==> src/rtl/pci_arb_pkg.sv <==
package pci_arb_pkg;
  localparam int AGENTS_DEF = 5;
  localparam int TIMER_W_DEF = 8;

  typedef enum logic {
    ARB_FREE  = 1'b0,
    ARB_OWNED = 1'b1
  } arb_state_e;
endpackage

==> src/rtl/pci_arb_mask.sv <==
module pci_arb_mask #(
  parameter int N       = 5,
  parameter int MASK_ID = 3
) (
  input  logic [N-1:0] req_n,
  input  logic         slot_en,
  output logic [N-1:0] en,
  output logic [N-1:0] req
);
  for (genvar i = 0; i < N; i++) begin : g_line
    if (i == MASK_ID) begin : g_strap
      assign en[i] = slot_en;
    end else begin : g_fixed
      assign en[i] = 1'b1;
    end
    assign req[i] = ~req_n[i] & en[i];
  end
endmodule

==> src/rtl/pci_arb_pick.sv <==
module pci_arb_pick #(
  parameter int N     = 5,
  parameter int IDX_W = 3
) (
  input  logic [N-1:0]     req,
  input  logic [IDX_W-1:0] ptr,
  output logic             vld,
  output logic [IDX_W-1:0] win
);
  int idx;
  always_comb begin
    vld = 1'b0;
    win = '0;
    idx = 0;
    // Search from the far end so the nearest requester is written last.
    for (int k = N - 1; k >= 0; k--) begin
      idx = (int'(ptr) + k) % N;
      if (req[idx]) begin
        vld = 1'b1;
        win = IDX_W'(idx);
      end
    end
  end
endmodule

==> src/rtl/pci_arb_mtt.sv <==
module pci_arb_mtt #(
  parameter int W = 8
) (
  input  logic         clk,
  input  logic         rst_n,
  input  logic         load,
  input  logic [W-1:0] load_val,
  input  logic         run,
  output logic         busy
);
  logic [W-1:0] cnt;
  always_ff @(posedge clk or negedge rst_n) begin
    if (!rst_n)                 cnt <= '0;
    else if (load)              cnt <= load_val;
    else if (run && cnt != '0)  cnt <= cnt - 1'b1;
  end
  assign busy = (cnt != '0);
endmodule

==> src/rtl/pci_rr_arbiter.sv <==
module pci_rr_arbiter #(
  parameter int N_AGENTS  = pci_arb_pkg::AGENTS_DEF,
  parameter int BRIDGE_ID = 0,
  parameter int MASK_ID   = 3,
  parameter int TIMER_W   = pci_arb_pkg::TIMER_W_DEF
) (
  input  logic                clk,
  input  logic                rst_n,
  input  logic [N_AGENTS-1:0] req_n,
  input  logic                frame_n,
  input  logic                irdy_n,
  input  logic                slot4_en,
  input  logic [TIMER_W-1:0]  mtt_limit,
  output logic [N_AGENTS-1:0] gnt_n
);
  import pci_arb_pkg::*;
  localparam int IDX_W = (N_AGENTS > 1) ? $clog2(N_AGENTS) : 1;

  arb_state_e          state;
  logic [IDX_W-1:0]    owner, ptr, win;
  logic                win_vld, tmr_busy;
  logic [N_AGENTS-1:0] en, req, owner_oh;
  logic                idle, others, own_req, own_en, do_grant, do_release;

  pci_arb_mask #(.N(N_AGENTS), .MASK_ID(MASK_ID)) u_mask (
    .req_n(req_n), .slot_en(slot4_en), .en(en), .req(req)
  );

  pci_arb_pick #(.N(N_AGENTS), .IDX_W(IDX_W)) u_pick (
    .req(req), .ptr(ptr), .vld(win_vld), .win(win)
  );

  pci_arb_mtt #(.W(TIMER_W)) u_mtt (
    .clk(clk), .rst_n(rst_n), .load(do_grant), .load_val(mtt_limit),
    .run(state == ARB_OWNED && !do_release), .busy(tmr_busy)
  );

  assign owner_oh = (state == ARB_OWNED) ? (N_AGENTS'(1) << owner) : '0;
  assign idle     = frame_n & irdy_n;
  assign others   = |(req & ~owner_oh);
  assign own_req  = |(req & owner_oh);
  assign own_en   = |(en & owner_oh);
  assign do_grant = (state == ARB_FREE) && idle && win_vld;

  always_comb begin
    do_release = 1'b0;
    if (state == ARB_OWNED) begin
      if (others)
        do_release = idle && (!tmr_busy || !own_req);
      else
        do_release = !(own_req || (owner != IDX_W'(BRIDGE_ID) && own_en));
    end
  end

  always_ff @(posedge clk or negedge rst_n) begin
    if (!rst_n) begin
      state <= ARB_FREE;
      owner <= '0;
      ptr   <= '0;
    end else if (do_grant) begin
      state <= ARB_OWNED;
      owner <= win;
      ptr   <= (win == IDX_W'(N_AGENTS - 1)) ? '0 : win + 1'b1;
    end else if (do_release) begin
      state <= ARB_FREE;
    end
  end

  assign gnt_n = ~owner_oh;
endmodule

==> config.mk <==
export PLATFORM = sky130hd
export DESIGN_NAME = pci_rr_arbiter
export DESIGN_NICKNAME = d
export VERILOG_FILES = /design/src/rtl/pci_arb_pkg.sv /design/src/rtl/pci_arb_mask.sv /design/src/rtl/pci_arb_pick.sv /design/src/rtl/pci_arb_mtt.sv /design/src/rtl/pci_rr_arbiter.sv
export SDC_FILE = /design/constraint.sdc
export NUM_CORES = 1
export LEC_CHECK = 0
export ABC_AREA = 1
export BUFFER_PORTS_ARGS = -buffer_cell sky130_fd_sc_hd__clkbuf_2
export CAP_MARGIN = 40
export CORE_MARGIN = 2
export CORE_UTILIZATION = 54
export CTS_BUF_LIST = sky130_fd_sc_hd__clkbuf_4 sky130_fd_sc_hd__clkbuf_8 sky130_fd_sc_hd__clkbuf_16
export CTS_CLUSTER_SIZE = 28
export DETAILED_ROUTE_END_ITERATION = 10
export PLACE_DENSITY_LB_ADDON = 0.1
export SLEW_MARGIN = 40
export SYNTH_ARGS = -nofsm -noshare
export SYNTH_HDL_FRONTEND = slang
export SYNTH_SLANG_ARGS = --single-unit
export TNS_END_PERCENT = 50
==> constraint.sdc <==
create_clock -name clk -period 4.13 [get_ports clk]
set_input_delay 0.413 -clock clk [delete_from_list [all_inputs] [get_ports clk]]
set_output_delay 0.413 -clock clk [all_outputs]
set_load 0.01 [all_outputs]
==> flow_summary.json, run 1 <==
{
  "num_io_pins": 23,
  "synth.area.top_cells": "sky130_fd_sc_hd__nand2_1 (19%), sky130_fd_sc_hd__dfrtp_1 (16%), sky130_fd_sc_hd__ha_1 (12%)",
  "place_hpwl_um": 4390,
  "postCtsHoldBufs": 0,
  "synth.distinct_cells": 38,
  "portBuffers": 22,
  "timing.rr.start": "ptr[1]",
  "critPathMostFrequentCell": "sky130_fd_sc_hd__nand2_1",
  "syn_std_cell_area_um2": 2360,
  "pin_count_of_the_biggest_net_entering_global_routing": 21,
  "yosys_warnings": 0,
  "synth-edff-count": 0,
  "synth_area_per_cell_um2": 6.04,
  "synth_top_area_share_pct": 19.1,
  "cts-buffers-inserted": 3,
  "crit_path_class": "flop to flop",
  "ys_top_cells_by_count": "sky130_fd_sc_hd__nand2_1 (120), sky130_fd_sc_hd__inv_1 (57), sky130_fd_sc_hd__nand3_1 (48), sky130_fd_sc_hd__nor2_1 (24), sky130_fd_sc_hd__ha_1 (23)",
  "detailroute.wirelength.met2_um": 2420,
  "min_period_ps": 3780,
  "grt_antenna_before_repair": 0,
  "initial_utilization_pct": 55.0,
  "dpl.cell_count": 466,
  "worst_margin_pin_slew_ps": 477,
  "core_um2": 4290,
  "tritoncts": "yes",
  "critical_path.slowest_cell": "sky130_fd_sc_hd__dfrtp_2",
  "timing.clock.skew_ps": 2.34,
  "worst_hold_path_type": "input pin to asynchronous set/reset pin",
  "slew-limit-headroom_pct": 67.9,
  "worst-r2r-setup-slack_ps": 350,
  "ys_dominant_reg_cell": "sky130_fd_sc_hd__dfrtp_1",
  "area_used_by_multi_input_combinational_logic_um2": 1720,
  "floorplan.die_area_um2": 4920,
  "via_per_inst": 5.10,
  "cts_htree_levels": 1,
  "route.detailed.drc": 0,
  "clkTransAtPathRegs_ps": 60,
  "gp_congestion": 0.964,
  "dr_wl_met3_um": 240,
  "crit_path_dat_ps": 3930,
  "rr_worst_depth": 28,
  "cp-end-kind": "flop",
  "maxClockFrequency_mhz": 264,
  "pre_cts_ws_ps": 167,
  "postRouteWirelength_um": 5490,
  "run_status": "complete, no violations",
  "final_setup_viols": 0,
  "final_min_period_over_clock_period_pct": 91.6,
  "max-clock-path-buffers": 2,
  "cp.required_ps": 4270,
  "drive_gt1_share_pct": 17.8,
  "max_cap_violations": 0,
  "grt_first_pass_wirelength_um": 9590,
  "reg2reg_to": "ptr[2]",
  "seq_area_um2": 378,
  "drt_first_iter_violations": 100,
  "timing.final.hold_violations": 0,
  "drt_first_pass_iters": 4,
  "ys_ff_latch": 15,
  "synth_largest_area_cell": "sky130_fd_sc_hd__nand2_1",
  "syn-instance-count": 391,
  "numClockSinks": 15,
  "die-height_um": 70.1,
  "synth_most_common_cell": "sky130_fd_sc_hd__nand2_1",
  "rows": 24,
  "highest_signal_layer": "met4",
  "ant_nets": 0,
  "finalWorstSetupSlack_ps": 346,
  "worstPathMaxFanout": 10,
  "synth_sequential_area_ratio_pct": 15.9,
  "grt_usage_pct": 23.5,
  "dieWidth_um": 70.1,
  "syn_to_final_growth_pct": 11.3,
  "clk-insertion-delay-late_ps": 250,
  "finalMaxSlewViolations": 0,
  "antennaDiodeCount": 0,
  "worst_path_largest_cell_delay_ps": 410,
  "synth.net_count": 432,
  "final_cells": 473,
  "cts_root_buf": "sky130_fd_sc_hd__clkbuf_8",
  "finalNetCount": 463,
  "avgRoutedWirePerCell_um": 11.6,
  "critical_path.startpoint_type": "flop",
  "fillerInstances": 405,
  "globalRouteOverflowTotal": 0,
  "wl_met1_um": 2750,
  "synth_async_sr_flop_share_pct": 100,
  "number_of_global_route_vias_before_repair": 2203,
  "vias": 2414
}
[layout make-up]
cell class                 count  share of cell area, %
tap                           52                   2.48
sequential                    15                   14.4
clock buffer                   4                   1.86
timing repair buffer          31                   6.76
inverter                      64                   9.14
multi-input combinational    307                   65.4
[worst max-delay path, delay by kind of cell, from the launching register on]
| kind | cells | cell delay, ps |
|---|---|---|
| compound gates | 1 | 210 |
| simple gates | 18 | 1700 |
| fa+ha+maj | 3 | 730 |
| xor+xnor | 1 | 140 |
| buf+inv | 5 | 490 |
| flops | 1 | 410 |
[what timing repair did]
action	in CTS	in global routing
gates resized for setup	0	7
buffers inserted	0	3
setup endpoints to repair	0	3
hold endpoints to repair	0	0
[layout by cell type, fill, tap and decap left out, drive strengths merged, types with 5 or more instances in the layout]
cell type and n:
inv 63, nor2 29, clkbuf 26, xor2 10, a21oi 8, ha 23, buf 9, nand2 131
nand3 54, o21ai 21, or2 5, dfrtp 15
[routing by layer]
layer / GRT usage (%) / up-vias
met5: 0 / -
met2: 38.0 / 49
met4: 5.34 / 0
met1: 33.2 / 1058
met3: 3.46 / 7
li1: - / 1300
[metrics by stage]
step / setup TNS, ps / utilization (%) / hold slack, ps / instance area [um^2]
floorplan: 0 / - / 117 / 2360
CTS: 0 / 60.4 / 82.2 / 2590
detailed placement: 0 / 59.3 / 346 / 2550
global route: -19.5 / 61.2 / 91.0 / 2630
finish: 0 / 61.2 / 67.1 / 2630
global placement: 0 / 59.3 / 347 / 2550
[logic make-up (layout without fill, tap and decap cells)]
group           after synthesis  count (layout)  share of synthesized area, %
flops                        15              15                          15.9
compound gates               40              40                          10.1
fa+ha+maj                    23              23                          12.2
xor+xnor                     14              14                          5.51
buf+inv                      69              99                          11.7
simple gates                230             230                          44.7
[worst max-delay path by stage]
| stage | startpoint | end | slack [ps] | depth (start not counted) |
|---|---|---|---|---|
| final | ptr[1] | ptr[2] | 350 | 28 |
| after global routing | ptr[1] | ptr[1] | -10 | 28 |
| after CTS | ptr[1] | ptr[2] | 150 | 26 |
| after detailed placement | ptr[1] | ptr[2] | 170 | 26 |
| after global placement | ptr[1] | ptr[2] | 220 | 26 |
| after floorplan | ptr[0] | ptr[2] | 180 | 29 |
[flip-flops by register name, summed over array words and instances (netlist names)]
| name | flops |
|---|---|
| ptr | 3 |
| u_mtt.cnt | 8 |
| owner | 3 |
| state | 1 |
Power of run 1 is not shown: default switching activity piles up to over one toggle a cycle in this logic, so the estimate is an artifact.
==> run 2, diff against run 1 <==
--- a/config.mk
+++ b/config.mk
@@ -6,7 +6,7 @@
 export NUM_CORES = 1
 export LEC_CHECK = 0
 export ABC_AREA = 1
-export BUFFER_PORTS_ARGS = -buffer_cell sky130_fd_sc_hd__clkbuf_2
+export BUFFER_PORTS_ARGS = -buffer_cell sky130_fd_sc_hd__buf_2
 export CAP_MARGIN = 40
 export CORE_MARGIN = 2
 export CORE_UTILIZATION = 54
==> run 2 against run 1 <==
Worst setup slack lost 56 ps; critical endpoint is now ptr[1]; non-clock buffer count is the same; via count shrank 0.54%.
==> flow_summary.json, run 2 (synthesized netlist as in run 1, its figures left out) <==
{
  "reg2reg_to": "ptr[1]",
  "biggestRegsByFlops": "u_mtt.cnt x8, owner x3, ptr x3",
  "run_status": "complete, no violations",
  "grt_first_pass_wirelength_um": 9690,
  "max_cap_violations": 0,
  "grt_usage_pct": 23.7,
  "number_of_global_route_vias_before_repair": 2165,
  "vias": 2401,
  "most_frequent_standard_cell_in_the_layout_excluding_fill_and_tap_cells": "sky130_fd_sc_hd__nand2_1",
  "worst_margin_pin_slew_ps": 489,
  "num_io_pins": 23,
  "initial_utilization_pct": 55.0,
  "maxClockFrequency_mhz": 260,
  "dieWidth_um": 70.1,
  "grt_antenna_before_repair": 0,
  "syn_to_final_growth_pct": 12.2,
  "gp_congestion": 0.949,
  "timing.clock.skew_ps": 3.05,
  "postLayoutCellArea_um2": 2650,
  "clkTransAtPathRegs_ps": 60,
  "mostFrequentLayoutCells": "sky130_fd_sc_hd__nand2_1 (116), sky130_fd_sc_hd__inv_1 (56), sky130_fd_sc_hd__nand3_1 (48)",
  "tritoncts": "yes",
  "timing.final.hold_violations": 0,
  "worst-r2r-setup-slack_ps": 290,
  "ant_nets": 0,
  "final_cells": 473,
  "rows": 24,
  "cts-buffers-inserted": 3,
  "critical_path.startpoint_type": "flop",
  "max-clock-path-buffers": 2,
  "worstPathMaxFanout": 10,
  "clk-insertion-delay-late_ps": 240,
  "crit_path_class": "flop to flop",
  "rr_worst_depth": 24,
  "final_setup_viols": 0,
  "cp-end-kind": "flop",
  "worst_hold_path_type": "input pin to asynchronous set/reset pin",
  "fillerInstances": 429,
  "min_period_ps": 3840,
  "largest_register_ff_count": 8,
  "top_register": "u_mtt.cnt",
  "drt_first_pass_iters": 4,
  "setup_tns_ps": 0,
  "postCtsHoldBufs": 0,
  "die-height_um": 70.1,
  "cts_root_buf": "sky130_fd_sc_hd__clkbuf_8",
  "globalRouteOverflowTotal": 0,
  "route.detailed.drc": 0,
  "slew-limit-headroom_pct": 67.1,
  "place_hpwl_um": 4350,
  "timing.rr.start": "ptr[1]",
  "avgRoutedWirePerCell_um": 11.4,
  "numClockSinks": 15,
  "critPathCapture": "ptr[1]",
  "final_min_period_over_clock_period_pct": 93.0,
  "worst_setup_sp": "ptr[1]",
  "via_per_inst": 5.08,
  "portBuffers": 22,
  "drt_first_iter_violations": 98,
  "core_um2": 4290,
  "floorplan.die_area_um2": 4920,
  "crit_path_dat_ps": 3950,
  "pin_count_of_the_biggest_net_entering_global_routing": 21,
  "postRouteWirelength_um": 5400,
  "cts_htree_levels": 1,
  "finalMaxSlewViolations": 0,
  "cp.required_ps": 4240,
  "antennaDiodeCount": 0,
  "finalNetCount": 463,
  "placement.cell_area_um2": 2550,
  "drive_gt1_share_pct": 19.0,
  "dpl.cell_count": 466
}
## run 2: cell count changes in the layout (fill, tap and decap cells not counted), sizes merged
cell | before | now
buf | 9 | 31
clkbuf | 26 | 4
## run 2: critical path, stage by stage (launching register included)
cell	delay (ps)
sky130_fd_sc_hd__dfrtp_2	400
sky130_fd_sc_hd__clkinv_1	90
sky130_fd_sc_hd__buf_4	180
sky130_fd_sc_hd__ha_1	350
sky130_fd_sc_hd__nand2_1	150
sky130_fd_sc_hd__nand3_2	100
sky130_fd_sc_hd__xor2_1	140
sky130_fd_sc_hd__inv_1	100
sky130_fd_sc_hd__ha_1	170
sky130_fd_sc_hd__inv_1	50
sky130_fd_sc_hd__or2_2	270
sky130_fd_sc_hd__nand3_2	90
sky130_fd_sc_hd__nand2_2	80
sky130_fd_sc_hd__o21ai_0	280
sky130_fd_sc_hd__nand3_1	120
sky130_fd_sc_hd__nand2_1	60
sky130_fd_sc_hd__nand2_1	70
sky130_fd_sc_hd__and2_4	170
sky130_fd_sc_hd__o211ai_1	150
sky130_fd_sc_hd__nand2_1	90
sky130_fd_sc_hd__nand2_2	90
sky130_fd_sc_hd__inv_1	50
sky130_fd_sc_hd__ha_1	260
sky130_fd_sc_hd__nand2_1	60
sky130_fd_sc_hd__o21ai_0	100
## run 2: timing repair
item,4_1_cts,5_1_grt
resized for setup,0,12
setup endpoints to repair,0,11
buffers inserted,0,3
## run 2: stage by stage
| step | hold WS, ps | setup WS (ps) | util, % |
|---|---|---|---|
| after global routing | 93.9 | -13.9 | 61.7 |
| after floorplan | 117 | 181 | - |
| final | 67.6 | 290 | 61.7 |
| after CTS | 73.4 | 155 | 60.4 |
| after detailed placement | 338 | 171 | 59.3 |
| after global placement | 333 | 211 | 59.3 |
## run 2: cell type report
type,count,area (um^2),area share [%]
timing repair buffer,31,178,6.70
inverter,64,240,9.06
tap,52,65.1,2.45
sequential,15,378,14.3
multi-input combinational,307,1740,65.7
clock buffer,4,48.8,1.84
## run 2: layer usage
| metal | wire [um] | vias up | track usage, % |
|---|---|---|---|
| li1 | - | 1305 | - |
| met1 | 2740 | 1039 | 34.5 |
| met2 | 2370 | 50 | 37.9 |
| met3 | 243 | 7 | 3.46 |
| met4 | 45 | 0 | 4.06 |
| met5 | 0 | - | 0 |
## run 2: worst min-delay path by stage
stage / end / depth (start not counted) / from
3_5_place_dp: owner[1] / 1 / rst_n
4_1_cts: u_mtt.cnt[3] / 1 / rst_n
3_3_place_gp: owner[0] / 1 / rst_n
6_report: u_mtt.cnt[6] / 1 / rst_n
2_1_floorplan: owner[0] / 0 / rst_n
5_1_grt: u_mtt.cnt[6] / 1 / rst_n
Power of run 2 is left out for the same reason.
